<file path="config.mk">
export PLATFORM = sky130hd
export DESIGN_NAME = regalu_top
export DESIGN_NICKNAME = d
export VERILOG_FILES = /design/src/rtl/regalu_pkg.sv /design/src/rtl/regalu_exec.sv /design/src/rtl/regalu_regfile.sv /design/src/rtl/regalu_top.sv
export SDC_FILE = /design/constraint.sdc
export NUM_CORES = 1
export LEC_CHECK = 0
export ABC_AREA = 1
export ABC_CLOCK_PERIOD_IN_PS = 4800
export CORE_MARGIN = 5
export CORE_UTILIZATION = 54
export CTS_CLUSTER_DIAMETER = 200
export DETAILED_ROUTE_END_ITERATION = 12
export DONT_BUFFER_PORTS = 1
export GPL_TIMING_DRIVEN = 0
export PLACE_DENSITY = 0.74
export SLEW_MARGIN = 0
export SYNTH_ARGS = -nofsm -noshare
export SYNTH_HDL_FRONTEND = slang
export SYNTH_HIERARCHICAL = 1
export SYNTH_SLANG_ARGS = --single-unit
</file>
<file path="constraint.sdc">
create_clock -name clk -period 4.8 [get_ports clk]
set_clock_uncertainty 0.05 [all_clocks]
set_input_delay 0.96 -clock clk [delete_from_list [all_inputs] [get_ports clk]]
set_output_delay 0.96 -clock clk [all_outputs]
set_load 0.03 [all_outputs]
</file>
<file path="src/rtl/regalu_pkg.sv">
package regalu_pkg;

  localparam logic [3:0] OP_MOV  = 4'h0;
  localparam logic [3:0] OP_OR   = 4'h1;
  localparam logic [3:0] OP_AND  = 4'h2;
  localparam logic [3:0] OP_XOR  = 4'h3;
  localparam logic [3:0] OP_ADD  = 4'h4;
  localparam logic [3:0] OP_SUB  = 4'h5;
  localparam logic [3:0] OP_SHR  = 4'h6;
  localparam logic [3:0] OP_RSUB = 4'h7;
  localparam logic [3:0] OP_SHL  = 4'hE;

  // Which write wins when the destination is also the flag register
  typedef enum logic {
    WIN_RESULT = 1'b0,
    WIN_FLAG   = 1'b1
  } flag_order_e;

endpackage

</file>
<file path="src/rtl/regalu_exec.sv">
module regalu_exec
  import regalu_pkg::*;
#(
  parameter int DW = 8
) (
  input  logic [3:0]    op_i,
  input  logic [DW-1:0] vx_i,
  input  logic [DW-1:0] vy_i,
  output logic [DW-1:0] res_o,
  output logic          flag_o,
  output logic          flag_we_o,
  output flag_order_e   order_o,
  output logic          legal_o
);

  logic [DW:0] sum_w;
  logic [DW:0] dxy_w;
  logic [DW:0] dyx_w;

  always_comb begin
    sum_w = {1'b0, vx_i} + {1'b0, vy_i};
    dxy_w = {1'b0, vx_i} - {1'b0, vy_i};
    dyx_w = {1'b0, vy_i} - {1'b0, vx_i};
  end

  always_comb begin
    res_o     = vx_i;
    flag_o    = 1'b0;
    flag_we_o = 1'b0;
    order_o   = WIN_RESULT;
    legal_o   = 1'b1;
    case (op_i)
      OP_MOV: res_o = vy_i;
      OP_OR:  res_o = vx_i | vy_i;
      OP_AND: res_o = vx_i & vy_i;
      OP_XOR: res_o = vx_i ^ vy_i;
      OP_ADD: begin
        res_o     = sum_w[DW-1:0];
        flag_o    = sum_w[DW];
        flag_we_o = 1'b1;
      end
      OP_SUB: begin
        res_o     = dxy_w[DW-1:0];
        flag_o    = ~dxy_w[DW];
        flag_we_o = 1'b1;
      end
      OP_RSUB: begin
        res_o     = dyx_w[DW-1:0];
        flag_o    = ~dyx_w[DW];
        flag_we_o = 1'b1;
      end
      OP_SHR: begin
        res_o     = {1'b0, vx_i[DW-1:1]};
        flag_o    = vx_i[0];
        flag_we_o = 1'b1;
        order_o   = WIN_FLAG;
      end
      OP_SHL: begin
        res_o     = {vx_i[DW-2:0], 1'b0};
        flag_o    = vx_i[DW-1];
        flag_we_o = 1'b1;
        order_o   = WIN_FLAG;
      end
      default: legal_o = 1'b0;
    endcase
  end

endmodule

</file>
<file path="src/rtl/regalu_regfile.sv">
module regalu_regfile
  import regalu_pkg::*;
#(
  parameter int DW   = 8,
  parameter int NREG = 16
) (
  input  logic               clk,
  input  logic               rst,
  input  logic               wa_we_i,
  input  logic [$clog2(NREG)-1:0] wa_idx_i,
  input  logic [DW-1:0]      wa_data_i,
  input  logic               wf_we_i,
  input  logic [DW-1:0]      wf_data_i,
  input  flag_order_e        wf_order_i,
  output logic [NREG*DW-1:0] regs_o
);

  localparam int IW       = $clog2(NREG);
  localparam int FLAG_IDX = NREG - 1;

  logic [DW-1:0] q [NREG];

  for (genvar i = 0; i < NREG; i++) begin : g_reg
    localparam bit IS_FLAG = (i == FLAG_IDX);
    logic a_hit;
    logic f_take;
    assign a_hit  = wa_we_i && (wa_idx_i == IW'(i));
    assign f_take = IS_FLAG && wf_we_i && ((wf_order_i == WIN_FLAG) || !a_hit);

    always_ff @(posedge clk) begin
      if (rst)         q[i] <= '0;
      else if (f_take) q[i] <= wf_data_i;
      else if (a_hit)  q[i] <= wa_data_i;
    end

    assign regs_o[i*DW +: DW] = q[i];
  end

  logic [DW-1:0] vf_w;
  assign vf_w = regs_o[FLAG_IDX*DW +: DW];


  idle_hold_chk: assert property (@(posedge clk) disable iff (rst)
    (!wa_we_i && !wf_we_i) |=> $stable(regs_o));


  flag_wins_chk: assert property (@(posedge clk) disable iff (rst)
    (wf_we_i && wa_we_i && wa_idx_i == IW'(FLAG_IDX) && wf_order_i == WIN_FLAG)
      |=> vf_w == $past(wf_data_i));


  result_wins_chk: assert property (@(posedge clk) disable iff (rst)
    (wf_we_i && wa_we_i && wa_idx_i == IW'(FLAG_IDX) && wf_order_i == WIN_RESULT)
      |=> vf_w == $past(wa_data_i));

endmodule

</file>
<file path="src/rtl/regalu_top.sv">
module regalu_top
  import regalu_pkg::*;
#(
  parameter int DW   = 8,
  parameter int NREG = 16
) (
  input  logic                    clk,
  input  logic                    rst,
  input  logic                    start_i,
  input  logic [3:0]              op_i,
  input  logic [$clog2(NREG)-1:0] x_i,
  input  logic [$clog2(NREG)-1:0] y_i,
  input  logic                    imm_en_i,
  input  logic                    imm_add_i,
  input  logic [DW-1:0]           imm_val_i,
  output logic                    done_o,
  output logic                    illegal_o,
  output logic [NREG*DW-1:0]      regs_o
);

  localparam int IW       = $clog2(NREG);
  localparam int FLAG_IDX = NREG - 1;

  logic [DW-1:0] vx_w, vy_w, vf_w;
  logic [DW-1:0] res_w;
  logic          flag_w, flag_we_w, legal_w;
  flag_order_e   order_w;

  assign vx_w = regs_o[x_i*DW +: DW];
  assign vy_w = regs_o[y_i*DW +: DW];
  assign vf_w = regs_o[FLAG_IDX*DW +: DW];

  regalu_exec #(.DW(DW)) u_exec (
    .op_i      (op_i),
    .vx_i      (vx_w),
    .vy_i      (vy_w),
    .res_o     (res_w),
    .flag_o    (flag_w),
    .flag_we_o (flag_we_w),
    .order_o   (order_w),
    .legal_o   (legal_w)
  );

  logic          alu_go, imm_go;
  logic          wa_we, wf_we;
  logic [DW-1:0] wa_data, wf_data;

  always_comb begin
    alu_go  = start_i && legal_w;
    imm_go  = imm_en_i && !start_i;
    wa_we   = alu_go || imm_go;
    if (alu_go)         wa_data = res_w;
    else if (imm_add_i) wa_data = vx_w + imm_val_i;
    else                wa_data = imm_val_i;
    wf_we   = alu_go && flag_we_w;
    wf_data = {{(DW-1){1'b0}}, flag_w};
  end

  regalu_regfile #(.DW(DW), .NREG(NREG)) u_rf (
    .clk        (clk),
    .rst        (rst),
    .wa_we_i    (wa_we),
    .wa_idx_i   (x_i),
    .wa_data_i  (wa_data),
    .wf_we_i    (wf_we),
    .wf_data_i  (wf_data),
    .wf_order_i (order_w),
    .regs_o     (regs_o)
  );

  always_ff @(posedge clk) begin
    if (rst) begin
      done_o    <= 1'b0;
      illegal_o <= 1'b0;
    end else begin
      done_o    <= alu_go;
      illegal_o <= start_i && !legal_w;
    end
  end


  done_follows_start_chk: assert property (@(posedge clk) disable iff (rst)
    (start_i && legal_w) |=> done_o);


  illegal_no_effect_chk: assert property (@(posedge clk) disable iff (rst)
    (start_i && !legal_w) |=> (illegal_o && !done_o && $stable(regs_o)));


  pulse_exclusive_chk: assert property (@(posedge clk) disable iff (rst)
    !(done_o && illegal_o));


  logic_keeps_flag_chk: assert property (@(posedge clk) disable iff (rst)
    (start_i && op_i <= OP_XOR && x_i != IW'(FLAG_IDX)) |=> $stable(vf_w));


  imm_keeps_flag_chk: assert property (@(posedge clk) disable iff (rst)
    (imm_en_i && !start_i && x_i != IW'(FLAG_IDX)) |=> $stable(vf_w));


  shr_flag_chk: assert property (@(posedge clk) disable iff (rst)
    (start_i && op_i == OP_SHR && x_i != IW'(FLAG_IDX))
      |=> vf_w == {{(DW-1){1'b0}}, $past(vx_w[0])});

endmodule

</file>
# Word level (Yosys, flattened, before mapping)
# Memories as Yosys holds them, arrays and structs flattened.
# Index checks and enable logic that the tools add are counted.
[classes]
n_eq_ne = 23
add_sub_neg = 4
n_shift = 2
bitwise = 22
n_reduce_logical = 31
mux = 78
[ops]
columns = ["cell", "count"]
rows = [
  ["128-bit by 8-bit indexed part select with 8-bit output", 2],
  ["8-bit 2-to-1 mux", 19],
  ["8-bit one-hot mux with 9 select lines", 1],
  ["1-bit 2-to-1 mux", 57],
  ["4-bit == test, second input constant", 9],
  ["4-bit by 3-bit == test with 1-bit output, second input constant", 8],
  ["1-bit logical AND", 21],
  ["8-bit by 8-bit subtractor with 9-bit output", 2],
  ["1-bit bitwise OR", 17],
  ["4-bit by 2-bit == test with 1-bit output, second input constant", 4],
  ["8-bit by 8-bit adder with 9-bit output", 1],
  ["9-bit OR reduction", 1],
  ["8-bit adder", 1],
  ["8-bit bitwise AND", 1],
  ["4-bit by 1-bit == test with 1-bit output, second input constant", 2],
  ["4-bit logical NOT", 2],
  ["8-bit bitwise OR", 1],
  ["8-bit XOR", 1],
  ["1-bit one-hot mux with 5 select lines", 1],
  ["5-bit OR reduction", 1],
  ["1-bit logical NOT", 3],
  ["1-bit logical OR", 2],
  ["1-bit inverter", 2],
  ["2-bit OR reduction", 1],
]
[totals]
in_bits = 25
output_inout_bits = 130
wordCells = 163
regBits = 2
ramBits = 128
n_memories = 1
[mem_list]
columns = ["name", "depth", "word_bits", "read_ports", "rd_clocked_by_memory_dff", "write_ports", "line", "rtl"]
rows = [
  ["u_rf.q", 16, 8, 16, 0, 16, "regalu_regfile.sv:21", "logic [DW-1:0] q [NREG];"],
]

# Depth between registers and ports, before layout
[depth]
depth_word = 14
depth_mapped = 26
depth_no_buf = 23

# Hierarchy
# The synthesis kept the hierarchy.
[modules_own_cells]
columns = ["module", "area_each_um2", "cells_per_inst", "n_inst", "seq_area_each_um2"]
rows = [
  ["regalu_regfile", 4842.1, 358, 1, 3843.7],
  ["regalu_top", 2927.8, 550, 1, 40.0],
  ["regalu_exec", 1855.5, 344, 1, 0.0],
]

# Least setup slack after synthesis
# OpenSTA, ideal clock, no wires.
[synth_timing]
kind = "input to register"
from = "in x_i[0]"
to = "mem u_rf.q[1][4], in the netlist u_rf/q[0][12] (data pin)"
required_ns = 4.484
cell_stages = 23
setup_ns = 0.266
n_path_buf = 4
slack_ns = 0.692
arrival_time_ns = 3.792
path_cell_list = "buf_6 buf_4 buf_2 a21oi_1 o21ai_0 o21ai_0 o221ai_1 nand2_1 ha_1 inv_1 fa_1 inv_1 nand2_1 a21oi_1 xor2_1 nor2_1 nor2_1 nand3_1 nor2_1 a21oi_1 inv_1 clkbuf_1 nor2_1"
[synth_rtl]
columns = ["element", "line", "rtl"]
rows = [
  ["start: declaration", "regalu_top.sv:11", "input logic [$clog2(NREG)-1:0] x_i,"],
  ["end: declaration", "regalu_regfile.sv:21", ""],
]

==> impl_metrics.toml <==
[outcome]
status = "finished, final reports clean"

[setup_path]
required_ns = 4.91
reg2reg_slack_ns = 0.51
max_stage_delay_ns = 0.40
path_class = "in2reg"
critPathMostFrequentCell = "nand2_1"
path_delay_family = "simple AND/OR/NAND/NOR gates"
cp_max_fo = 10
worst_setup_path_start_kind = "input pin"
crit_buf_inv = 6
crit_end = "u_rf/q[0][21]$_SDFFCE_PN0P_"
path_cells = "buf_6 -> buf_4 -> buf_2 -> nor2_1 -> o21ai_0 -> o221ai_1 -> nand2_2 -> inv_1 -> ha_1 -> nor2_1 -> nand2_1 -> nand3_1 -> nand2_1 -> nand2_1 -> nand2_1 -> nand3_1 -> nand2_1 -> nor2_1 -> nand2_1 -> nand2_1 -> o21ai_0 -> inv_2 -> clkbuf_4 -> nor2_1"
critPathArrivalTime_ns = 4.80
cp.depth = 24
reg2reg_depth = 21
worstReg2RegEnd = "u_rf/q[0][21]$_SDFFCE_PN0P_"
r2r-start = "u_rf/q[0][25]$_SDFFCE_PN0P_"
startpoint = "x_i[0]"
cpMaxStageDelayCell = "ha_1"
end_kind = "flip-flop"

[route]
wl_um = 42000
num_vias = 10000
wl_per_cell_um = 27.4
drc_errors = 0
drt-vias-per-instance = 6.53
detail_route.first_pass.iterations = 6
drt_iter0_markers = 1456
ant_nets = 0

[layout]
layout-drive-gt1-share = 0.116
nNetsFinal = 1364
antenna_cells = 0
final_area_mm2 = 0.0108
syn2layout_area_growth_pct = 12.0

[global_route]
grt_max_degree = 17
track_usage = 0.403
grt_remaining_overflow = 0
grt_pass1_vias = 9167
grt_antenna_before_repair = 1
grt_pass1_wl_um = 60700

[cts]
cts_inserted_buffers = 17
insertion_delay_ns = 0.43
path_clk_slew_ns = 0.07
cts_sinks = 130
cts_buffer_depth = 2
tritoncts = "built"
hold_buffers = 0
cts_root_buf = "clkbuf_16"
cts.htree.levels = 4

[sta]
slew_violations = 0
period_share = 0.978
whs_ns = 0.543
setup_slack_ns = 0.105
period_minus_slack_ns = 4.70
rsz0062_at_grt = "yes"
relSlewSlack = 0.106
hold_viol = 0
worst_pin_slew_ns = 1.33
setup_viol = 0
fmax_ghz = 0.213

[floorplan]
die_w_um = 144
io_pins = 155
die_h_um = 144
die-area_mm2 = 0.0206
initial_core_util = 0.553
core_mm2 = 0.0174
rows = 48

[placed_design]
place_congestion = 1.09
placed_cell_area_mm2 = 0.00994
place_hpwl_um = 32500
portBuffers = 0
place_ws_ns = -0.953

[synth]
yosys_most_used_dff = "edfxtp_1"
syn-mean-instance-area_um2 = 7.69
synth.distinct_cells = 43
async_flop_share = 0
synth_area_mm2 = 0.00963
seq_area_frac_synth = 0.403
synth_edf_count = 128
syn_inst = 1252
ys_warn_count = 6
synth_seq_cells = 130

[power_and_ir_drop]
leakage_uw = 0.00464
vdd_drop_max_v = 0.000347
total_power_uw = 3820
power_density_mw_per_mm2 = 354

[hold_path]
min_path_type = "in2reg"
hold_start = "rst"

[run]
max_cap_viol_count = 0
-- cell usage in the layout, fill, tap and decap left out, types with 13 or more instances in the layout --
cell type | netlist | final
o221ai_1 | 28 | 28
nand3_1 | 66 | 66
mux2i_1 | 20 | 20
o211ai_1 | 13 | 13
clkbuf_1 | 26 | 13
nand2_1 | 213 | 206
o21ai_0 | 155 | 144
nor2_1 | 195 | 195
buf_4 | 10 | 28
buf_2 | 23 | 22
ha_1 | 41 | 41
a21oi_1 | 94 | 88
clkbuf_16 | 0 | 17
nand4_1 | 19 | 19
inv_1 | 132 | 125
edfxtp_1 | 128 | 128
o21ai_1 | 12 | 20
-- cells by family (layout without fill, tap and decap cells) --
logic type,after synthesis,in the layout,synth area share
multiplexers,20,20,0.0208
AND/OR/NAND/NOR,523,523,0.231
other,1,7,0.000390
buffers and inverters,209,258,0.0931
AO/OA/AOI/OAI,319,319,0.185
flip-flops,130,130,0.403
XOR/XNOR,5,5,0.00455
adder cells (fa/ha/maj),45,45,0.0616
-- metal layers --
metal | track usage | vias up | part of all wire
met4 | 0.167 | 2 | 0.053
met3 | 0.148 | 155 | 0.15
met5 | 0 | - | 0.00033
li1 | - | 4355 | -
met2 | 0.588 | 816 | 0.42
met1 | 0.543 | 4681 | 0.38
-- cells in the mapped netlist (8+ instances only) --
library cell,count,area [µm²]
a21oi_1,94,470
buf_2,23,115
buf_4,10,75.1
clkbuf_1,26,97.6
edfxtp_1,128,3840
ha_1,41,513
inv_1,132,495
inv_2,8,30.0
mux2i_1,20,200
nand2_1,213,800
nand3_1,66,330
nand4_1,19,119
nor2_1,195,732
o2111ai_1,9,78.8
o211ai_1,13,97.6
o21ai_0,155,776
o21ai_1,12,60.1
o221ai_1,28,245
-- flip-flops by register name, indices dropped and copies added (netlist names) --
name       cells
illegal_o      1
done_o         1
u_rf/q       128
-- per-stage QoR --
stage | cells | utilization | setup TNS [ns]
floorplan | 1258 | - | 0
global placement | 1483 | 0.570 | -67.53
detailed placement | 1485 | 0.571 | -61.20
CTS | 1515 | 0.606 | 0
global route | 1532 | 0.619 | -0.0519
finish | 1532 | 0.619 | 0
-- power breakdown --
part | leakage [µW] | total [µW] | internal, µW | switching, µW
Clock | 0.000286 | 1330 | 782 | 552
Combinational | 0.00303 | 994 | 291 | 702
Sequential | 0.00132 | 1490 | 1310 | 186
Total | 0.00464 | 3820 | 2380 | 1440
-- repair_timing --
item / in CTS / in global routing
setup buffers: 0 / 17
gates resized for setup: 19 / 38
setup endpoints to repair: 70 / 85
pin swaps: 0 / 4
-- area by class of cell --
class                      instances  area (µm²)
buffer                            65         388
clock buffer                      18         429
clock inverter                    14         168
fill                            1534        6640
inverter                         142         544
multi-input combinational        919        4920
sequential                       130        3880
tap                              225         282
timing repair buffer              19         168
-- worst reg2reg max path, delay by kind of cell (launching register included) --
family | cells | cell delay (ns)
AOI/OAI and AO/OA | 3 | 0.75
buffers and inverters | 4 | 0.87
DFF | 1 | 0.57
and+or+nand+nor | 13 | 1.42
adders and majority gates | 1 | 0.37
-- worst min-delay path by stage --
stage,endpoint,slack (ns),depth (start not counted)
3_3_place_gp,done_o$_SDFF_PP0_,0.98,1
2_1_floorplan,done_o$_SDFF_PP0_,0.98,1
4_1_cts,done_o$_SDFF_PP0_,0.54,1
3_5_place_dp,done_o$_SDFF_PP0_,0.99,1
5_1_grt,done_o$_SDFF_PP0_,0.54,1
6_report,done_o$_SDFF_PP0_,0.54,1
(Power assumes the default switching activity.)
